[config.mk]
export PLATFORM = sky130hd
export DESIGN_NAME = wdog_timer
export DESIGN_NICKNAME = d
export VERILOG_FILES = /design/src/rtl/wdog_pkg.sv /design/src/rtl/wdog_ctrl.sv /design/src/rtl/wdog_datapath.sv /design/src/rtl/wdog_timer.sv
export SDC_FILE = /design/constraint.sdc
export NUM_CORES = 1
export LEC_CHECK = 0
export CAP_MARGIN = 25
export CORE_MARGIN = 3
export CORE_UTILIZATION = 35
export CTS_BUF_LIST = sky130_fd_sc_hd__clkbuf_8
export CTS_CLUSTER_SIZE = 30
export DETAILED_ROUTE_END_ITERATION = 8
export PLACE_DENSITY_LB_ADDON = 0.05
export SYNTH_ARGS = -nofsm -noshare
export SYNTH_HDL_FRONTEND = slang
export SYNTH_HIERARCHICAL = 1
export SYNTH_SLANG_ARGS = --single-unit
[constraint.sdc]
create_clock -name clk -period 4.5 [get_ports clk]
set_clock_uncertainty 0.15 [all_clocks]
set_input_delay 0.675 -clock clk [delete_from_list [all_inputs] [get_ports clk]]
set_output_delay 0.675 -clock clk [all_outputs]
set_load 0.1 [all_outputs]
[src/rtl/wdog_pkg.sv]
package wdog_pkg;
  // Bit positions inside the control byte
  localparam int BIT_EN    = 0;
  localparam int BIT_RSTEN = 1;
  localparam int BIT_BFEN  = 3;
  localparam int BIT_STS   = 4;
  localparam int BIT_CCLR  = 5;
  localparam int BIT_SCLR  = 6;

  // Control-to-datapath strobes
  typedef struct packed {
    logic cntRestart;
    logic runEn;
    logic pulseArm;
  } wdStrobes_t;
endpackage

[src/rtl/wdog_ctrl.sv]
module wdog_ctrl
  import wdog_pkg::*;
(
  input  logic       clk,
  input  logic       rstN,
  input  logic       regWrEn,
  input  logic [7:0] regWrData,
  input  logic       timeoutHit,
  output wdStrobes_t strobes,
  output logic [7:0] regRdData,
  output logic       boardFailOut
);
  logic enQ, rstEnQ, bfEnQ, stsQ;
  logic stsClrReq;

  assign stsClrReq = regWrEn & regWrData[BIT_SCLR];

  always_ff @(posedge clk) begin
    if (!rstN) begin
      enQ    <= 1'b0;
      rstEnQ <= 1'b0;
      bfEnQ  <= 1'b0;
      stsQ   <= 1'b0;
    end else begin
      if (regWrEn) begin
        enQ    <= regWrData[BIT_EN];
        rstEnQ <= regWrData[BIT_RSTEN];
        bfEnQ  <= regWrData[BIT_BFEN];
      end
      // a new event beats a clear in the same cycle
      if (timeoutHit)     stsQ <= 1'b1;
      else if (stsClrReq) stsQ <= 1'b0;
    end
  end

  always_comb begin
    strobes.cntRestart = regWrEn & regWrData[BIT_CCLR];
    strobes.runEn      = enQ;
    strobes.pulseArm   = rstEnQ;
  end

  always_comb begin
    regRdData            = '0;
    regRdData[BIT_EN]    = enQ;
    regRdData[BIT_RSTEN] = rstEnQ;
    regRdData[BIT_BFEN]  = bfEnQ;
    regRdData[BIT_STS]   = stsQ;
  end

  assign boardFailOut = stsQ & bfEnQ;

  // a time-out event is recorded in the flag
  p_hit_sets_flag_r4: assert property (@(posedge clk) disable iff (!rstN)
    timeoutHit |=> stsQ);
  // flag is sticky without a clear request
  p_flag_sticky_r7: assert property (@(posedge clk) disable iff (!rstN)
    (stsQ && !stsClrReq) |=> stsQ);
  // a clear with no concurrent event empties the flag
  p_flag_clears_r7: assert property (@(posedge clk) disable iff (!rstN)
    (stsClrReq && !timeoutHit) |=> !stsQ);
endmodule

[src/rtl/wdog_datapath.sv]
module wdog_datapath
  import wdog_pkg::*;
#(
  parameter int TIMEOUT_TICKS = 50000,
  parameter int RST_PULSE_LEN = 16
) (
  input  logic       clk,
  input  logic       rstN,
  input  logic       tickEn,
  input  wdStrobes_t strobes,
  output logic       timeoutHit,
  output logic       localRstOut
);
  localparam int CW = $clog2(TIMEOUT_TICKS + 1);
  localparam int PW = $clog2(RST_PULSE_LEN + 1);
  localparam logic [CW-1:0] CNT_LAST  = CW'(TIMEOUT_TICKS - 1);
  localparam logic [CW-1:0] CNT_LIMIT = CW'(TIMEOUT_TICKS);
  localparam logic [PW-1:0] PULSE_INIT = PW'(RST_PULSE_LEN);

  logic [CW-1:0] cntQ;
  logic [PW-1:0] pulseQ;
  logic          expired;
  logic          advance;

  assign expired    = (cntQ == CNT_LIMIT);
  assign advance    = strobes.runEn & tickEn & ~expired;
  assign timeoutHit = strobes.runEn & tickEn & ~strobes.cntRestart & (cntQ == CNT_LAST);

  always_ff @(posedge clk) begin
    if (!rstN)                   cntQ <= '0;
    else if (strobes.cntRestart) cntQ <= '0;
    else if (advance)            cntQ <= cntQ + 1'b1;
  end

  always_ff @(posedge clk) begin
    if (!rstN)                                pulseQ <= '0;
    else if (timeoutHit && strobes.pulseArm)  pulseQ <= PULSE_INIT;
    else if (pulseQ != '0)                    pulseQ <= pulseQ - 1'b1;
  end

  assign localRstOut = (pulseQ != '0);

  // restart zeroes the count
  p_restart_zero_r6: assert property (@(posedge clk) disable iff (!rstN)
    strobes.cntRestart |=> (cntQ == '0));
  // disabled counter does not move
  p_idle_stable_r5: assert property (@(posedge clk) disable iff (!rstN)
    (!strobes.runEn && !strobes.cntRestart) |=> $stable(cntQ));
  // expired counter holds until restart
  p_hold_limit_r11: assert property (@(posedge clk) disable iff (!rstN)
    (expired && !strobes.cntRestart) |=> expired);
  // no reset pulse starts without an armed event
  p_no_stray_pulse_r8: assert property (@(posedge clk) disable iff (!rstN)
    (pulseQ == '0 && !(timeoutHit && strobes.pulseArm)) |=> !localRstOut);
endmodule

[src/rtl/wdog_timer.sv]
module wdog_timer
  import wdog_pkg::*;
#(
  parameter int TIMEOUT_TICKS = 50000,
  parameter int RST_PULSE_LEN = 16
) (
  input  logic       clk,
  input  logic       rstN,
  input  logic       tickEn,
  input  logic       regWrEn,
  input  logic [7:0] regWrData,
  output logic [7:0] regRdData,
  output logic       localRstOut,
  output logic       boardFailOut
);
  wdStrobes_t strobes;
  logic       timeoutHit;

  wdog_ctrl u_ctrl (
    .clk          (clk),
    .rstN         (rstN),
    .regWrEn      (regWrEn),
    .regWrData    (regWrData),
    .timeoutHit   (timeoutHit),
    .strobes      (strobes),
    .regRdData    (regRdData),
    .boardFailOut (boardFailOut)
  );

  wdog_datapath #(
    .TIMEOUT_TICKS (TIMEOUT_TICKS),
    .RST_PULSE_LEN (RST_PULSE_LEN)
  ) u_datapath (
    .clk         (clk),
    .rstN        (rstN),
    .tickEn      (tickEn),
    .strobes     (strobes),
    .timeoutHit  (timeoutHit),
    .localRstOut (localRstOut)
  );

  // board-fail level only with the flag set
  p_bf_needs_flag_r9: assert property (@(posedge clk) disable iff (!rstN)
    boardFailOut |-> regRdData[BIT_STS]);
endmodule

# Yosys cells after proc, flatten, opt, wreduce, memory -nomap -nowiden
# Index checks and enable logic that the tools add are counted.
[totals] reg_bits=25 output_inout_bits=10
[classes] addsub=2 n_eq_ne=2 n_mux=4 bitwise=10 reduce_logical=6
[ops] cell="== test 16 bit, second input constant" n=2
[ops] cell="adder 16 x 1 -> 16 bit, second input constant" n=1
[ops] cell="2-to-1 mux 5 bit" n=2
[ops] cell="AND 1 bit" n=7
[ops] cell="nonzero test 5 bit" n=1
[ops] cell="subtractor 5 x 1 -> 5 bit, second input constant" n=1
[ops] cell="nonzero test 2 bit" n=2
[ops] cell="OR reduction 2 bit" n=2
[ops] cell="NOT 1 bit" n=3
[ops] cell="2-to-1 mux 1 bit" n=2
[ops] cell="logical AND 1 bit" n=1

# Depth between registers and ports, before layout
# Gate-level depths: netlist of run 1.
[logic_depth] depth_word=6 ltp_mapped=6 ltp_nobuf=6

# By module
# The synthesis of run 1 kept the hierarchy.
[by_module_without_submodules] module="wdog_datapath" instances=1 cells_each=123 area_per_inst_um2=1092.3 seq_area_each_um2=420.4
[by_module_without_submodules] module="wdog_ctrl" instances=1 cells_each=27 area_per_inst_um2=247.7 seq_area_each_um2=80.1

# Worst setup path before layout of run 1
# Ideal clock, no wire load.
[synth_timing] kind="register to output" start="register u_datapath.pulseQ[0]" end="output localRstOut" arrival_ps=1480 required_ps=3675 setup_slack_ps=2195 stages_incl_launch_ff=5 n_path_buf=0 cell_sequence="dfxtp_1 inv_1 ha_1 nor4b_2 inv_1"
[synth_via] elab_chain_len=1
[synth_rtl] item="start, declared" line="wdog_datapath.sv:21" source="logic [PW-1:0] pulseQ;"
[synth_rtl] item="start signal, assigned" line="wdog_datapath.sv:38" source="else if (pulseQ != '0) pulseQ <= pulseQ - 1'b1;"
[synth_rtl] item="nonzero test 5 bit" line="wdog_datapath.sv:41" source="assign localRstOut = (pulseQ != '0);"
[synth_rtl] item="end, declared" line="wdog_timer.sv:13" source="output logic localRstOut,"
# Every way passes these cells.

# Final worst setup path of run 1
# Ends and elaborated chain as after synthesis.

==> results.md, run 1 <==
- The flow ran to the end, and the final reports show no timing, DRC or antenna violations.
- STA classifies the critical path endpoint as an output pin.
- The layout net count is 175.
- dfxtp_1 is the most common cell in the netlist.
- The congestion estimate from routability-driven global placement came to 0.7321.
- The clock period could shrink to 3.228 ns.
- The count of endpoints failing setup in the final report is 0.
- The via count of the first global-routing pass is 920.
- The register-to-register setup slack is 2.53 ns.
- The floorplan has 21 rows.
- The top cell type's share of synthesized area is 37.35%.
- The floorplan die area is 4607 sq um.
- The filler cell count is ~360.
- The number of top-level pins is 22.
- In this run the deepest clock path goes through 2 buffers.
- Clock latency on the worst-skew pair, taken at its later pin, is 0.26 ns.
- The final hold violation count is 0.
- Ranked by total cell area, the synthesized netlist is headed by dfxtp_1, xnor2_1, buf_4.
- The CTS tree is yes.
- In the routed design, unresolved DRC markers number 0.
- The worst path uses ~72% of the clock period.
- The initial utilization of the core area, before any placement, comes to between 30% and 40%.
- The startpoint of the lowest-slack hold path is u_datapath/cntQ[15]$_SDFFE_PP0P_.
- Counting flops with an async set or reset pin after synthesis yields a share of 0%.
- The number of antenna violations at the first check in global routing came to 0.
- For this run the aggregate overflow at the end of global routing stands at 0.
- The floorplan step set the die height to 67.88 um.
- The maximum number of pins on one net before global-route repair is 16.
- The area used by multi-input combinational logic is 723.2 sq um.
- The final wirelength is 2511 um.
- The fmax is about 310 MHz.
- In this run the post-CTS setup repair buffer count came out at 0.
- A synthesized cell averages around 8.9 sq um.
- Along the worst hold path, the cell count comes to 2.
- In this run the worst path has a maximum fanout of 6.
- The quantity of hold-fixing buffers added after cts is 0.
- The transition time at the pin with the least slew margin is a little under 1 ns.
- Dividing the detail-routed wire length by the instance count gives approximately 12 um.
- The leakage power of the design is 0.0005158 uW.
- The count of flip-flops with a built-in enable after synthesis is 0.
- For the final routed database, the setup TNS stands at 0 ns.
- Setup repair after global routing left no endpoint under its margin.
- Dividing total power by cell area gives a power density of slightly above 400 nW/um^2.
- The HPWL after detailed placement is approximately 1800 um.
- The warning count from the yosys run is 6.
- The netlist area before placement is 1340 sq um.
- The largest total area in the synthesized netlist belongs to dfxtp_1.
- The wire length of the first global-routing pass is 4077 um.
- The number of H-tree levels is 1.
- The number of iterations in the first detailed-routing pass is 4.
- The DRC marker count from the first detailed-route iteration is 23.
- The post-layout instance area is between 1500 and 2000 sq um.
- The commonest cells after synthesis are dfxtp_1, nor2_1, xnor2_1.
- The dominant register cell in the synthesized netlist is dfxtp_1.
- The tool flagged a number of max-cap violations equal to 0.
- The relative max-transition margin is between 30 and 40%.
- The worst min-delay path class is flop to flop.
- STA puts the critical path data arrival time at 2.40 ns.
- The floorplan step set the die width to 67.88 um.
- The startpoint of the worst register-to-register path is u_datapath/cntQ[0]$_SDFFE_PP0P_.
- In this run the remaining antenna-violating nets after routing total 0.
- Measured in cells, the most critical reg-to-reg path has a length of 5.
- Across all layers, the routed design uses slightly above 1,000 vias.
- Once placement finished, the instance area stood at 1459 sq um.
- The fraction of the yosys area taken by sequential cells is ~37%.
- 0 antenna diodes ended up in the layout.
- Clock tree synthesis inserted a total of 3 buffers.
- The synthesized design contains 25 register bits.
- STA classifies the critical path startpoint as a flop.
- The global-route usage over all layers is a little under an eighth.
- After clock tree synthesis, the clock-pin slew on the worst setup and hold paths is 0.08 ns.
- Compared with the post-synthesis result, the final layout area differs by 12.23%.
- The endpoint of the most critical register-to-register path is u_datapath/pulseQ[3]$_SDFFE_PP0P_.
- For the worst setup path, the data required time is 3.67 ns.
- The largest vdd supply drop is 0.1711 mV.
- The critical path is of the flop to output pin type.
- The count of pins over their slew limit was 0.
- The TritonCTS sink count is 25.
- The clock tree root driver cell is clkbuf_8.
- The register cell area after layout is 500.5 sq um.
- The count of buffers inserted at the top-level ports is 14.
- The core outline area is 3521 sq um.
- The via density per instance is between 4 and 5.
- The count of unique library cells instantiated by Yosys is 44.
- The number of gates resized after CTS was 0.
- The path with the worst hold slack has its endpoint at u_datapath/cntQ[15]$_SDFFE_PP0P_.
- The post-synthesis cell count is 150.
- The post-route netlist has 9.434% of its cells at a drive strength greater than 1.
[layout make-up]
type,count,share of cell area (%)
clock buffers,3,2.745
clock inverters,1,0.2496
inverters,10,2.496
multi-input cells,106,48.09
flip-flops and latches,25,33.28
well taps,46,3.827
repair buffers,14,9.318
[placed cells by master (no fill, tap or decap), types with 4 or more instances in the layout]
cell / Yosys / final
dfxtp_1: 25 / 25
nor2_1: 17 / 17
clkdlybuf4s50_1: 0 / 14
xnor2_1: 12 / 12
inv_1: 10 / 11
nor3_1: 9 / 9
nand2_1: 8 / 8
a21oi_1: 6 / 6
nor2b_1: 4 / 4
conb_1: 1 / 4
nand3_1: 4 / 4
[sequential cells by signal, summed over array words and instances (netlist names)]
register,cells
u_datapath/cntQ,16
u_datapath/pulseQ,5
u_ctrl/bfEnQ,1
u_ctrl/enQ,1
u_ctrl/rstEnQ,1
u_ctrl/stsQ,1
[worst max path at each step]
stage	startpoint	endpoint	slack [ns]	depth (start not counted)
3_5_place_dp	u_datapath/pulseQ[0]$_SDFFE_PP0P_	localRstOut	1.56	5
6_report	u_datapath/pulseQ[0]$_SDFFE_PP0P_	localRstOut	1.27	5
2_1_floorplan	u_datapath/pulseQ[0]$_SDFFE_PP0P_	localRstOut	2.19	4
5_1_grt	u_datapath/pulseQ[0]$_SDFFE_PP0P_	localRstOut	1.08	5
3_3_place_gp	u_datapath/pulseQ[0]$_SDFFE_PP0P_	localRstOut	1.59	5
4_1_cts	u_datapath/pulseQ[0]$_SDFFE_PP0P_	localRstOut	1.25	5
[power by group]
group	switching [uW]	internal (uW)
sequential	17.6	241
combinational	150	76.9
clock	68.1	61.0
[routing by layer]
| metal | vias up | GRT usage (%) | share of wire, % |
|---|---|---|---|
| li1 | 522 | - | - |
| met1 | 459 | 14.08 | 48 |
| met2 | 25 | 20.29 | 45 |
| met3 | 2 | 3.777 | 5.8 |
| met4 | 0 | 2.978 | 0.76 |
| met5 | - | 0 | 0 |
[worst max-delay path, cell delays in order, from the launching register on]
cell and delay (ns):
dfxtp_1 0.32, inv_1 0.08, ha_1 0.20, nor4b_2 0.48
inv_1 0.08, clkdlybuf4s50_1 0.98
[per-stage QoR]
stage	total power [uW]	std cells	utilization [%]	setup WS, ns	hold slack [ns]
floorplan	454.3	153	-	2.195	0.2937
finish	614.8	205	42.71	1.272	0.3396
global route	659.5	205	42.71	1.076	0.3745
detailed placement	491.3	201	41.44	1.558	0.3230
global placement	486.2	201	41.44	1.590	0.3126
CTS	626.7	205	42.71	1.245	0.3360
[cell families (layout without fill, tap and decap cells)]
logic type | count (synthesis) | in the layout | synth area share, %
AO/OA/AOI/OAI | 19 | 19 | 10.18
XOR/XNOR | 12 | 12 | 7.843
adder cells (fa/ha/maj) | 3 | 3 | 2.801
buffers and inverters | 22 | 28 | 9.524
flip-flops | 25 | 25 | 37.35
multiplexers | 3 | 3 | 2.241
other | 1 | 4 | 0.2798
AND/OR/NAND/NOR | 65 | 65 | 29.79
(Power assumes the default switching activity.)
==> inputs of run 2 (changes only) <==
- clock period: 4.5 -> 2.6 ns (I/O delays scaled with it)
==> run 2 against run 1 <==
Net effect:
- register-to-register slack worse by 1.7 ns
- non-clock buffer count rose by 4
- critical endpoint unchanged
- sequential cell count is the same
- cell count rose by 2.0%
- global-route usage is 0.29 points higher
- first-iteration DRC count down 17%
==> results.md, run 2 (synthesis gave the netlist of run 1 again) <==
- The count of pins over their slew limit is 0.
- The run finished with clean final reports.
- The clock latency on the worst-skew pair is around 0.26 ns.
- The arrival time at the worst endpoint is 1.71 ns.
- The fmax is 444.4 MHz.
- The net count of the finished layout is 179.
- The DRC marker count from the first detailed-route iteration is 19.
- The time the worst path needs with I/O delays and setup is 2.250 ns.
- Across all hold checks on the routed design, the worst slack comes to 0.3293 ns.
- For this design the top-level I/O count stands at 22.
- The final critical path takes up a little under 90% of the cycle.
- In the layout the commonest cells are dfxtp_1, nor2_1, xnor2_1.
- Detailed routing placed a total of 130 um of wire on met3.
- The part of the total power dissipated in sequential elements is 42.0%.
- The final route contains 1,011 vias.
- The proportion of power drawn by combinational gates is a little under two fifths.
- The clock tree root driver cell is clkbuf_8.
- In this run, the clock network consumes 20.9% of the power.
- The number of H-tree levels is 1.
- The die boundary height is around 68 um.
- The final hold violation count is 0.
- After detailed routing, the number of vias per cell comes to 4.837.
- Of the cells placed in the final design, the portion with a size suffix greater than 1 is 15.34%.
- The count of endpoints failing setup in the final report is 0.
- Clock-pin slew was measured on the worst setup and hold paths at 0.08 ns.
- Relative to the synthesized area, the layout overhead comes to 13.35%.
- The longest clock path from root to sink contains 2 buffers.
- Entering global routing, the biggest net connects 14 pins.
- The setup TNS after final layout is 0 ns.
- The worst hold path belongs to the class flop to flop.
- Max-cap violations in this run came to 0.
- The repair_antennas step left the layout with diodes totalling 0.
- The register with the most flip-flops in the layout has 16 of them.
- The total number of placement rows is 21.
- After clock tree synthesis, the flow added hold-fix buffers numbering 0.
- Setup repair after global routing left no endpoint under its margin.
- Summed over all nets, the half-perimeter wirelength after detailed placement is 1895 um.
- The internal power contribution is about 650 uW.
- The detailed route wirelength on metal2 is about 1200 um.
- The floorplan die area is 4607 sq um.
- CTS saw 25 sinks.
- The die span in x is 67.88 um.
- The via count of the first global-routing pass is 987.
- The first global-routing pass estimated 4326 um of wire.
- In the final layout, the multi-input gates occupy slightly above 700 sq um.
- The overall overflow remaining after global route is 0.
- In the final layout, the registers with the most flip-flops are u_datapath/cntQ: 16 flops, u_datapath/pulseQ: 5 flops.
- The number of buffers inserted during clock tree synthesis is 3.
- The number of iterations in the first detailed-routing pass is 4.
- The initial standard-cell utilization of the core is 38.06%.
- The number of nets still failing antenna checks after routing is 0.
- The highest net fanout along the worst path is 6.
- The top metal layer carrying routed signals is met4.
- Counting flops per register, the top entry is u_datapath/cntQ.
- Across the VDD grid, the largest voltage drop is 0.3325 mV.
- STA classifies the critical path startpoint as a flop.
- In this run switching power makes up about two fifths of total power.
- The count of buffers inserted at the top-level ports is 14.
- The critical path is of the flop to output pin type.
- The CTS tree is yes.
- The filler cell count is 357.
- Global routing consumed, over all layers together, 12.04% of the routing resources.
- In the final layout, flip-flops and latches occupy 500.5 sq um.
- The final RePlAce weighted congestion is 0.7313.
- Power spread over the standard cell area amounts to 699.8 nW/um^2.
- Post-CTS repair changed the size of 0 cells.
- Once the clock tree was built, the setup fixing pass inserted 0 buffers.
- Summing all placed instances gives a cell area of between 1000 and 1500 sq um.
- The switching component of the power is 411.2 uW.
- The final wirelength is about 2400 um.
- The transition time at the pin with the least slew margin is 0.5673 ns.
- The detailed-routing wirelength on met1 is 1137 um.
- In the routed design, unresolved DRC markers number 0.
- The number of antenna violations at the first check in global routing is 0.
- The core outline area is about 3500 sq um.
- For this design the static power due to leakage is 0.0005434 uW.
- Leaving out fill and tap cells, the most frequent cell in the layout is dfxtp_1.
- STA classifies the critical path endpoint as an output pin.
- The relative max-transition margin is 62.08%.
- For the worst setup path, the data required time is between 2 and 2.5 ns.
- After routing the design area is 1519 sq um.
- The mean routed wirelength per cell is 11.71 um.
-- run 2: changes by cell type in the layout (fill, tap and decap cells not counted) --
cell,change
buf_4,+10
clkdlybuf4s50_1,-6
-- run 2: final timing paths --
kind                                           from  depth (start not counted)                                end  slack, ns
setup / recovery  u_datapath/pulseQ[0]$_SDFFE_PP0P_                          5                        localRstOut       0.35
setup reg to reg    u_datapath/cntQ[0]$_SDFFE_PP0P_                          5  u_datapath/pulseQ[2]$_SDFFE_PP0P_       0.82
hold / removal     u_datapath/cntQ[15]$_SDFFE_PP0P_                          2   u_datapath/cntQ[15]$_SDFFE_PP0P_       0.33
hold reg to reg    u_datapath/cntQ[15]$_SDFFE_PP0P_                          2   u_datapath/cntQ[15]$_SDFFE_PP0P_       0.33
-- run 2: layout make-up --
class	count	share of cell area (%)
Tap cell	46	3.789
Clock buffer	3	2.718
Timing Repair Buffer	18	10.21
Clock inverter	1	0.2471
Multi-Input combinational cell	106	47.61
Sequential cell	25	32.95
Inverter	10	2.471
-- run 2: power groups by stage --
stage                     clock network [uW]  registers, uW  logic (uW)
final                                    222            446         394
after global routing                     248            451         439
after CTS                                237            447         400
after detailed placement                   0            456         397
after global placement                     0            455         386
after floorplan                            0            449         337
-- run 2: routing by layer --
metal	vias up	track usage, %
met3	2	3.120
met4	0	1.489
li1	536	-
met2	20	21.87
met5	-	0
met1	453	14.63
-- run 2: metrics by stage --
stage	power, uW	instances	util, %	setup slack [ns]
global route	1138	209	43.14	0.1352
global placement	841.1	205	41.86	0.4184
floorplan	786.2	153	-	0.5797
finish	1063	209	43.14	0.3497
CTS	1084	209	43.14	0.3128
detailed placement	853.1	205	41.86	0.3730
-- run 2: worst max-delay path, cell delays in order, from the launching register on --
cell and delay, ns:
dfxtp_1 0.32, inv_1 0.08, ha_1 0.20, nor4b_2 0.50
inv_1 0.09, buf_4 0.25
==> inputs of run 3 (changes only) <==
- ABC_CLOCK_PERIOD_IN_PS: not set -> 2600
- TNS_END_PERCENT: not set -> 30
==> results of run 3 <==
No change in the layout: final DEF, timing and power equal those of run 2.
